--- config.mk ---
export PLATFORM = sky130hd
export DESIGN_NAME = burst_seq_top
export DESIGN_NICKNAME = d
export VERILOG_FILES = /design/src/rtl/burst_pkg.sv /design/src/rtl/mode_reg.sv /design/src/rtl/col_gen.sv /design/src/rtl/lat_pipe.sv /design/src/rtl/burst_seq_top.sv
export SDC_FILE = /design/constraint.sdc
export NUM_CORES = 1
export LEC_CHECK = 0
export ABC_AREA = 1
export BUFFER_PORTS_ARGS = -buffer_cell sky130_fd_sc_hd__buf_2
export CORE_MARGIN = 2
export CORE_UTILIZATION = 40
export CTS_CLUSTER_DIAMETER = 120
export DETAILED_ROUTE_END_ITERATION = 8
export GPL_ROUTABILITY_DRIVEN = 0
export PLACE_DENSITY = 0.79
export SLEW_MARGIN = 20
export SYNTH_ARGS = -nofsm -noshare
export SYNTH_HDL_FRONTEND = slang
export SYNTH_SLANG_ARGS = --single-unit
--- constraint.sdc ---
create_clock -name clk -period 1.6 [get_ports clk]
set_input_delay 0 -clock clk [delete_from_list [all_inputs] [get_ports clk]]
set_output_delay 0 -clock clk [all_outputs]
set_load 0.01 [all_outputs]
--- src/rtl/burst_pkg.sv ---
package burst_pkg;

    typedef struct packed {
        logic [1:0] bl_log;   // log2 of burst length: 1, 2 or 3
        logic       ilv;      // 1 = interleaved order
        logic       cl25;     // 1 = latency 2.5
    } mode_t;

    localparam mode_t MODE_RESET = '{bl_log: 2'd1, ilv: 1'b0, cl25: 1'b0};

    localparam logic [2:0] CL_CODE_2   = 3'b010;
    localparam logic [2:0] CL_CODE_2P5 = 3'b110;

endpackage

--- src/rtl/mode_reg.sv ---
module mode_reg
    import burst_pkg::*;
#(
    parameter int ADDR_W = 13
) (
    input  logic              clk,
    input  logic              rst_n,
    input  logic              mode_set,
    input  logic [ADDR_W-1:0] mode_addr,
    output mode_t             mode_o
);

    typedef struct packed {
        mode_t mode;
    } mreg_t;

    mreg_t st_d, st_q;

    logic [2:0] bl_field;
    logic [2:0] cl_field;
    logic       bl_legal;
    logic       cl_legal;

    always_comb begin
        bl_field = mode_addr[2:0];
        cl_field = mode_addr[6:4];
        bl_legal = (bl_field == 3'b001) || (bl_field == 3'b010) || (bl_field == 3'b011);
        cl_legal = (cl_field == CL_CODE_2) || (cl_field == CL_CODE_2P5);
        st_d = st_q;
        if (mode_set && bl_legal && cl_legal) begin
            st_d.mode.bl_log = bl_field[1:0];
            st_d.mode.ilv    = mode_addr[3];
            st_d.mode.cl25   = (cl_field == CL_CODE_2P5);
        end
    end

    always_ff @(posedge clk) begin
        if (!rst_n) begin
            st_q.mode <= MODE_RESET;
        end else begin
            st_q <= st_d;
        end
    end

    assign mode_o = st_q.mode;

endmodule

--- src/rtl/col_gen.sv ---
module col_gen
    import burst_pkg::*;
#(
    parameter int COL_W  = 10,
    parameter int MAXLOG = 3
) (
    input  logic             clk,
    input  logic             rst_n,
    input  logic             start,
    input  logic             stop,
    input  logic             is_read,
    input  logic [COL_W-1:0] start_col,
    input  mode_t            mode,
    output logic             beat_valid,
    output logic             last_beat,
    output logic [COL_W-1:0] col_even,
    output logic [COL_W-1:0] col_odd,
    output logic             rd_beat,
    output logic             rd_half_src
);

    localparam int PAIR_W = (MAXLOG > 1) ? MAXLOG - 1 : 1;

    typedef struct packed {
        logic              active;
        logic              is_read;
        logic              ilv;
        logic              cl25;
        logic [1:0]        bl_log;
        logic [COL_W-1:0]  base;
        logic [PAIR_W-1:0] pair;
    } cg_t;

    cg_t st_d, st_q;

    logic [PAIR_W-1:0] pair_last;
    logic [MAXLOG-1:0] beat_e;
    logic [MAXLOG-1:0] beat_o;

    // Column of one beat: low bits wrap inside the burst, the rest stay put.
    function automatic logic [COL_W-1:0] beat_col(
        input logic [COL_W-1:0]  base,
        input logic [MAXLOG-1:0] beat,
        input logic [1:0]        bl_log,
        input logic              ilv
    );
        logic [COL_W-1:0] mask;
        logic [COL_W-1:0] low;
        mask = (COL_W'(1) << bl_log) - COL_W'(1);
        if (ilv) begin
            low = base ^ COL_W'(beat);
        end else begin
            low = base + COL_W'(beat);
        end
        return (base & ~mask) | (low & mask);
    endfunction

    always_comb begin
        pair_last = PAIR_W'((1 << (st_q.bl_log - 2'd1)) - 1);
        beat_e    = {st_q.pair, 1'b0};
        beat_o    = {st_q.pair, 1'b1};

        st_d = st_q;
        if (start) begin
            st_d.active  = 1'b1;
            st_d.is_read = is_read;
            st_d.ilv     = mode.ilv;
            st_d.cl25    = mode.cl25;
            st_d.bl_log  = mode.bl_log;
            st_d.base    = start_col;
            st_d.pair    = '0;
        end else if (stop) begin
            st_d.active = 1'b0;
        end else if (st_q.active) begin
            if (st_q.pair == pair_last) begin
                st_d.active = 1'b0;
            end else begin
                st_d.pair = st_q.pair + PAIR_W'(1);
            end
        end
    end

    always_ff @(posedge clk) begin
        if (!rst_n) begin
            st_q.active  <= 1'b0;
            st_q.is_read <= 1'b0;
            st_q.ilv     <= 1'b0;
            st_q.cl25    <= 1'b0;
            st_q.bl_log  <= 2'd1;
            st_q.base    <= '0;
            st_q.pair    <= '0;
        end else begin
            st_q <= st_d;
        end
    end

    assign beat_valid  = st_q.active;
    assign last_beat   = st_q.active && (st_q.pair == pair_last);
    assign col_even    = beat_col(st_q.base, beat_e, st_q.bl_log, st_q.ilv);
    assign col_odd     = beat_col(st_q.base, beat_o, st_q.bl_log, st_q.ilv);
    assign rd_beat     = st_q.active && st_q.is_read;
    assign rd_half_src = st_q.cl25;

endmodule

--- src/rtl/lat_pipe.sv ---
module lat_pipe #(
    parameter int STAGES = 2
) (
    input  logic clk,
    input  logic rst_n,
    input  logic vld_in,
    input  logic half_in,
    output logic vld_out,
    output logic half_out
);

    typedef struct packed {
        logic vld;
        logic half;
    } stage_t;

    stage_t [STAGES-1:0] pipe_d, pipe_q;

    generate
        for (genvar s = 0; s < STAGES; s++) begin : g_stage
            always_comb begin
                if (s == 0) begin
                    pipe_d[s].vld  = vld_in;
                    pipe_d[s].half = vld_in && half_in;
                end else begin
                    pipe_d[s] = pipe_q[(s == 0) ? 0 : s - 1];
                end
            end

            always_ff @(posedge clk) begin
                if (!rst_n) begin
                    pipe_q[s] <= '0;
                end else begin
                    pipe_q[s] <= pipe_d[s];
                end
            end
        end
    endgenerate

    assign vld_out  = pipe_q[STAGES-1].vld;
    assign half_out = pipe_q[STAGES-1].half;

endmodule

--- src/rtl/burst_seq_top.sv ---
module burst_seq_top
    import burst_pkg::*;
#(
    parameter int COL_W      = 10,
    parameter int ADDR_W     = 13,
    parameter int MAXLOG     = 3,
    parameter int LAT_STAGES = 2
) (
    input  logic              clk,
    input  logic              rst_n,
    input  logic              mode_set,
    input  logic [ADDR_W-1:0] mode_addr,
    input  logic              burst_start,
    input  logic              burst_is_read,
    input  logic [COL_W-1:0]  start_col,
    input  logic              burst_stop,
    output logic              beat_valid,
    output logic              last_beat,
    output logic [COL_W-1:0]  col_even,
    output logic [COL_W-1:0]  col_odd,
    output logic              rd_valid,
    output logic              rd_half,
    output logic [3:0]        mode_bl_len,
    output logic              mode_ilv,
    output logic              mode_cl25
);

    mode_t cur_mode;
    logic  rd_beat;
    logic  rd_half_src;

    mode_reg #(.ADDR_W(ADDR_W)) u_mode (
        .clk       (clk),
        .rst_n     (rst_n),
        .mode_set  (mode_set),
        .mode_addr (mode_addr),
        .mode_o    (cur_mode)
    );

    col_gen #(.COL_W(COL_W), .MAXLOG(MAXLOG)) u_cols (
        .clk         (clk),
        .rst_n       (rst_n),
        .start       (burst_start),
        .stop        (burst_stop),
        .is_read     (burst_is_read),
        .start_col   (start_col),
        .mode        (cur_mode),
        .beat_valid  (beat_valid),
        .last_beat   (last_beat),
        .col_even    (col_even),
        .col_odd     (col_odd),
        .rd_beat     (rd_beat),
        .rd_half_src (rd_half_src)
    );

    lat_pipe #(.STAGES(LAT_STAGES)) u_lat (
        .clk      (clk),
        .rst_n    (rst_n),
        .vld_in   (rd_beat),
        .half_in  (rd_half_src),
        .vld_out  (rd_valid),
        .half_out (rd_half)
    );

    assign mode_bl_len = 4'(1 << cur_mode.bl_log);
    assign mode_ilv    = cur_mode.ilv;
    assign mode_cl25   = cur_mode.cl25;

endmodule

==> flow_summary_export.csv <==
group,metric,value,unit
run_status,status,"complete, but fails checks",
run_status,violations,"negative setup slack",
worst_setup_path,r2r-start,"u_cols.st_q[12]",
sta,whs,0.0146,ns
cells_and_area,synthToLayoutAreaGrowth,47.6,%
synthesis,syn_nets,277,
global_route,grt_pass1_vias,1574,
sta,finalHoldViolCount,0,
synthesis,yosysWarnings,0,
worst_setup_path,crit_buf_inv,3,
sta,finalCritPeriodShare,109,%
worst_setup_path,critical-path-max-stage-delay,0.37,ns
global_route,track_usage,18.8,%
synthesis,synth_cell_types,26,
sta,tightestPinTransition,0.530,ns
clocking,cts_buffer_depth,2,
pwr,irDropWorstVdd,518,uV
pwr,p_leak,1.18,nW
detailed_routing,drt_pass1_iterations,4,
worst_setup_path,crit_arrival,1.75,ns
cells_and_area,final_area,2410,um^2
worst_setup_path,cp_top_family,"flip-flops",
sta,rsz0062_at_grt,"yes",
synthesis,ys_seq_area_share,31.8,%
synthesis,synth_cells,235,
worst_setup_path,r2r_cells,11,
worst_hold_path,hold_path.class,"in -> reg",
detailed_routing,routed_wl,4110,um
worst_setup_path,cp_max_fo,3,
synthesis,netlist.top_cell.by_area,"dfxtp_1",
clocking,cts_tree,"yes",
worst_setup_path,rrSetupSlack,0.19,ns
die,die_h,68.0,um
synthesis,syn_area,1640,um^2
synthesis,synthArstFlopShare,0,%
detailed_routing,wire_per_inst,11.6,um
synthesis,synth-edff-count,0,
synthesis,postSynthRegisterBits,26,
synthesis,synth_flop_cell,"dfxtp_1",
synthesis,synthTopCellsByCount,"45 x inv_1, 42 x nand2_1, 26 x dfxtp_1",
sta,worst_slack,-0.150,ns
clocking,cts_sinks,26,
sta,fin_worst_skew,0.00183,ns
sta,finalSetupViolations,15,
worst_setup_path,r2r_end,"u_cols.beat_e[2]",
sta,timing.final.crit_period,1.75,ns
die,rows,23,
synthesis,syn_area_per_cell,6.96,um^2
detailed_routing,drc_errors,0,
clocking,clock_latency,0.27,ns
cells_and_area,drive_above_1_share,41.8,%
global_route,antenna_found_initial,0,
worst_setup_path,required,1.60,ns
die,num_io_pins,59,
die,dieArea,4620,um^2
place,place_area,1970,um^2
detailed_routing,drt_iter0_drc,66,
cells_and_area,antenna_cells,0,
clocking,cts-root-buf,"clkbuf_8",
global_route,grt_max_degree,23,
die,core_area,3970,um^2
worst_hold_path,hold_start,"burst_is_read",
detailed_routing,vias_per_cell,4.73,
synthesis,synth_area_leaders,"dfxtp_1 32%, inv_1 10%, nand2_1 9.6%, ha_1 8.4%, o21ai_0 6.7%",
place,place_hpwl,2840,um
clocking,clk_pin_slew_worst_paths,0.09,ns
worst_setup_path,worst-setup-path-type,"reg -> out",
place,io_buffer_count,52,
worst_setup_path,crit_slowest_cell,"dfxtp_4",
die,dieWidth,68.0,um
sta,slew_headroom,64.6,%
worst_setup_path,end_kind,"primary output",
run,timing.max_cap.violations,0,
sta,fmax,571,MHz
die,start_util,41.2,%
worst_setup_path,path_common_cell,"ha_4",
sta,maxSlewViolCount,0,
detailed_routing,antenna_left,0,
synthesis,yosysMostFrequentCell,"inv_1",
global_route,grt_pass1_wl,6580,um
worst_setup_path,crit_chain,"buf_6 -> ha_4 -> inv_4 -> ha_4 -> nand2_4 -> nor2_4 -> nand3_2 -> xor2_1 -> buf_2",
clocking,htreeDepth,1,
clocking,numCtsBuffers,3,
cells_and_area,fin_nets,347,
worst_hold_path,worstHoldPathCells,3,
worst_setup_path,crit_path_start_kind,"flop",
synthesis,synth_top_cell_area_share,31.8,%
detailed_routing,vias,1676,
cells_and_area,fin_util,60.8,%
global_route,grt-ovfl-total,0,
worst_hold_path,worst_hold_path.endpoint,"u_cols.st_q[16]",
pwr,power.density,683,nW/um^2
-- logic make-up (layout without fill, tap and decap cells) --
logic type                 count (synthesis)  in the layout  synth area share (%)
xor gates and xnor gates                  12             12                  6.42
AOI/OAI and AO/OA                         42             42                  13.0
DFF                                       26             26                  31.8
and+or+nand+nor                           88             88                  25.2
buffers and inverters                     54            123                  12.7
adders and majority gates                 13             13                  10.9
-- layout by cell type (no fill, tap or decap), types with 3 or more instances in the layout --
cell and n:
nand3_2 5, dlygate4sd3_1 4, nand3_4 3, clkbuf_8 3, a21oi_1 17, nand2_1 36, dfxtp_2 4, xor2_1 11
nor2_1 15, ha_2 3, nand4_1 3, nand2_2 5, o21ai_0 19, buf_2 51, buf_6 6, nor2_4 3
nand3_1 8, inv_4 5, buf_4 10, inv_1 35, ha_4 7, o21ai_1 4, inv_2 8, dfxtp_1 20
nand2_4 5
-- state kept, by name (all words and copies together) (netlist names) --
signal and flops:
u_lat.half_out 1, u_lat.vld_out 1, u_mode.mode_o 4, u_cols.st_q 14, u_cols.beat_valid 1, u_cols.beat_e 2
u_cols.rd_half_src 1, u_lat.pipe_d 2
-- power by group --
group          switching [W]  total (W)  internal (W)  leakage (nW)
combinational       0.000221   0.000403      0.000182         0.932
clock               0.000200   0.000535      0.000335        0.0357
sequential         0.0000353   0.000713      0.000678         0.216
-- layout make-up --
type | count | area, um^2
Inverter | 48 | 193
Clock inverter | 1 | 30.0
Sequential cell | 26 | 533
Clock buffer | 3 | 41.3
Multi-Input combinational cell | 155 | 1120
Tap cell | 50 | 62.6
Fill cell | 332 | 1560
Timing Repair Buffer | 71 | 438
-- metrics by stage --
| stage | setup slack (ns) | TNS (ns) | power, W | cells |
|---|---|---|---|---|
| 3_3_place_gp | 0.0589 | 0 | 0.00103 | 336 |
| 2_1_floorplan | 0.143 | 0 | 0.000915 | 235 |
| 6_report | -0.150 | -1.31 | 0.00165 | 354 |
| 3_5_place_dp | -0.0103 | -0.0163 | 0.00103 | 336 |
| 5_1_grt | -0.264 | -2.83 | 0.00173 | 354 |
| 4_1_cts | -0.136 | -1.36 | 0.00163 | 350 |
-- worst min-delay path, cell delays in order --
cell and delay [ns]:
buf_2 0.07, o21ai_0 0.07, a21oi_1 0.11
-- what timing repair did --
action	CTS	global route
resized for setup	56	18
buffers inserted	6	4
endpoints found under the hold margin	4	0
gates cloned	0	0
setup endpoints to repair	19	18
hold buffers	4	0
pin swaps	19	16
-- per-layer routing --
| layer | GRT usage [%] | share of wire [%] | up-vias |
|---|---|---|---|
| li1 | - | - | 871 |
| met1 | 22.1 | 40 | 740 |
| met2 | 33.3 | 51 | 51 |
| met3 | 2.30 | 5.4 | 14 |
| met4 | 9.75 | 2.9 | 0 |
| met5 | 0 | 0 | - |
-- worst max path at each step --
stage	startpoint	end	slack [ns]	cells after the start
floorplan	u_cols.st_q[12]	col_odd[8]	0.14	10
global placement	u_cols.st_q[12]	col_odd[8]	0.06	11
detailed placement	u_cols.st_q[12]	col_odd[8]	-0.01	11
CTS	u_cols.st_q[3]	col_odd[8]	-0.14	10
global route	u_cols.beat_e[1]	col_odd[8]	-0.26	10
finish	u_cols.st_q[13]	col_even[7]	-0.15	9
Note: power is estimated with default switching activity, not from simulation.
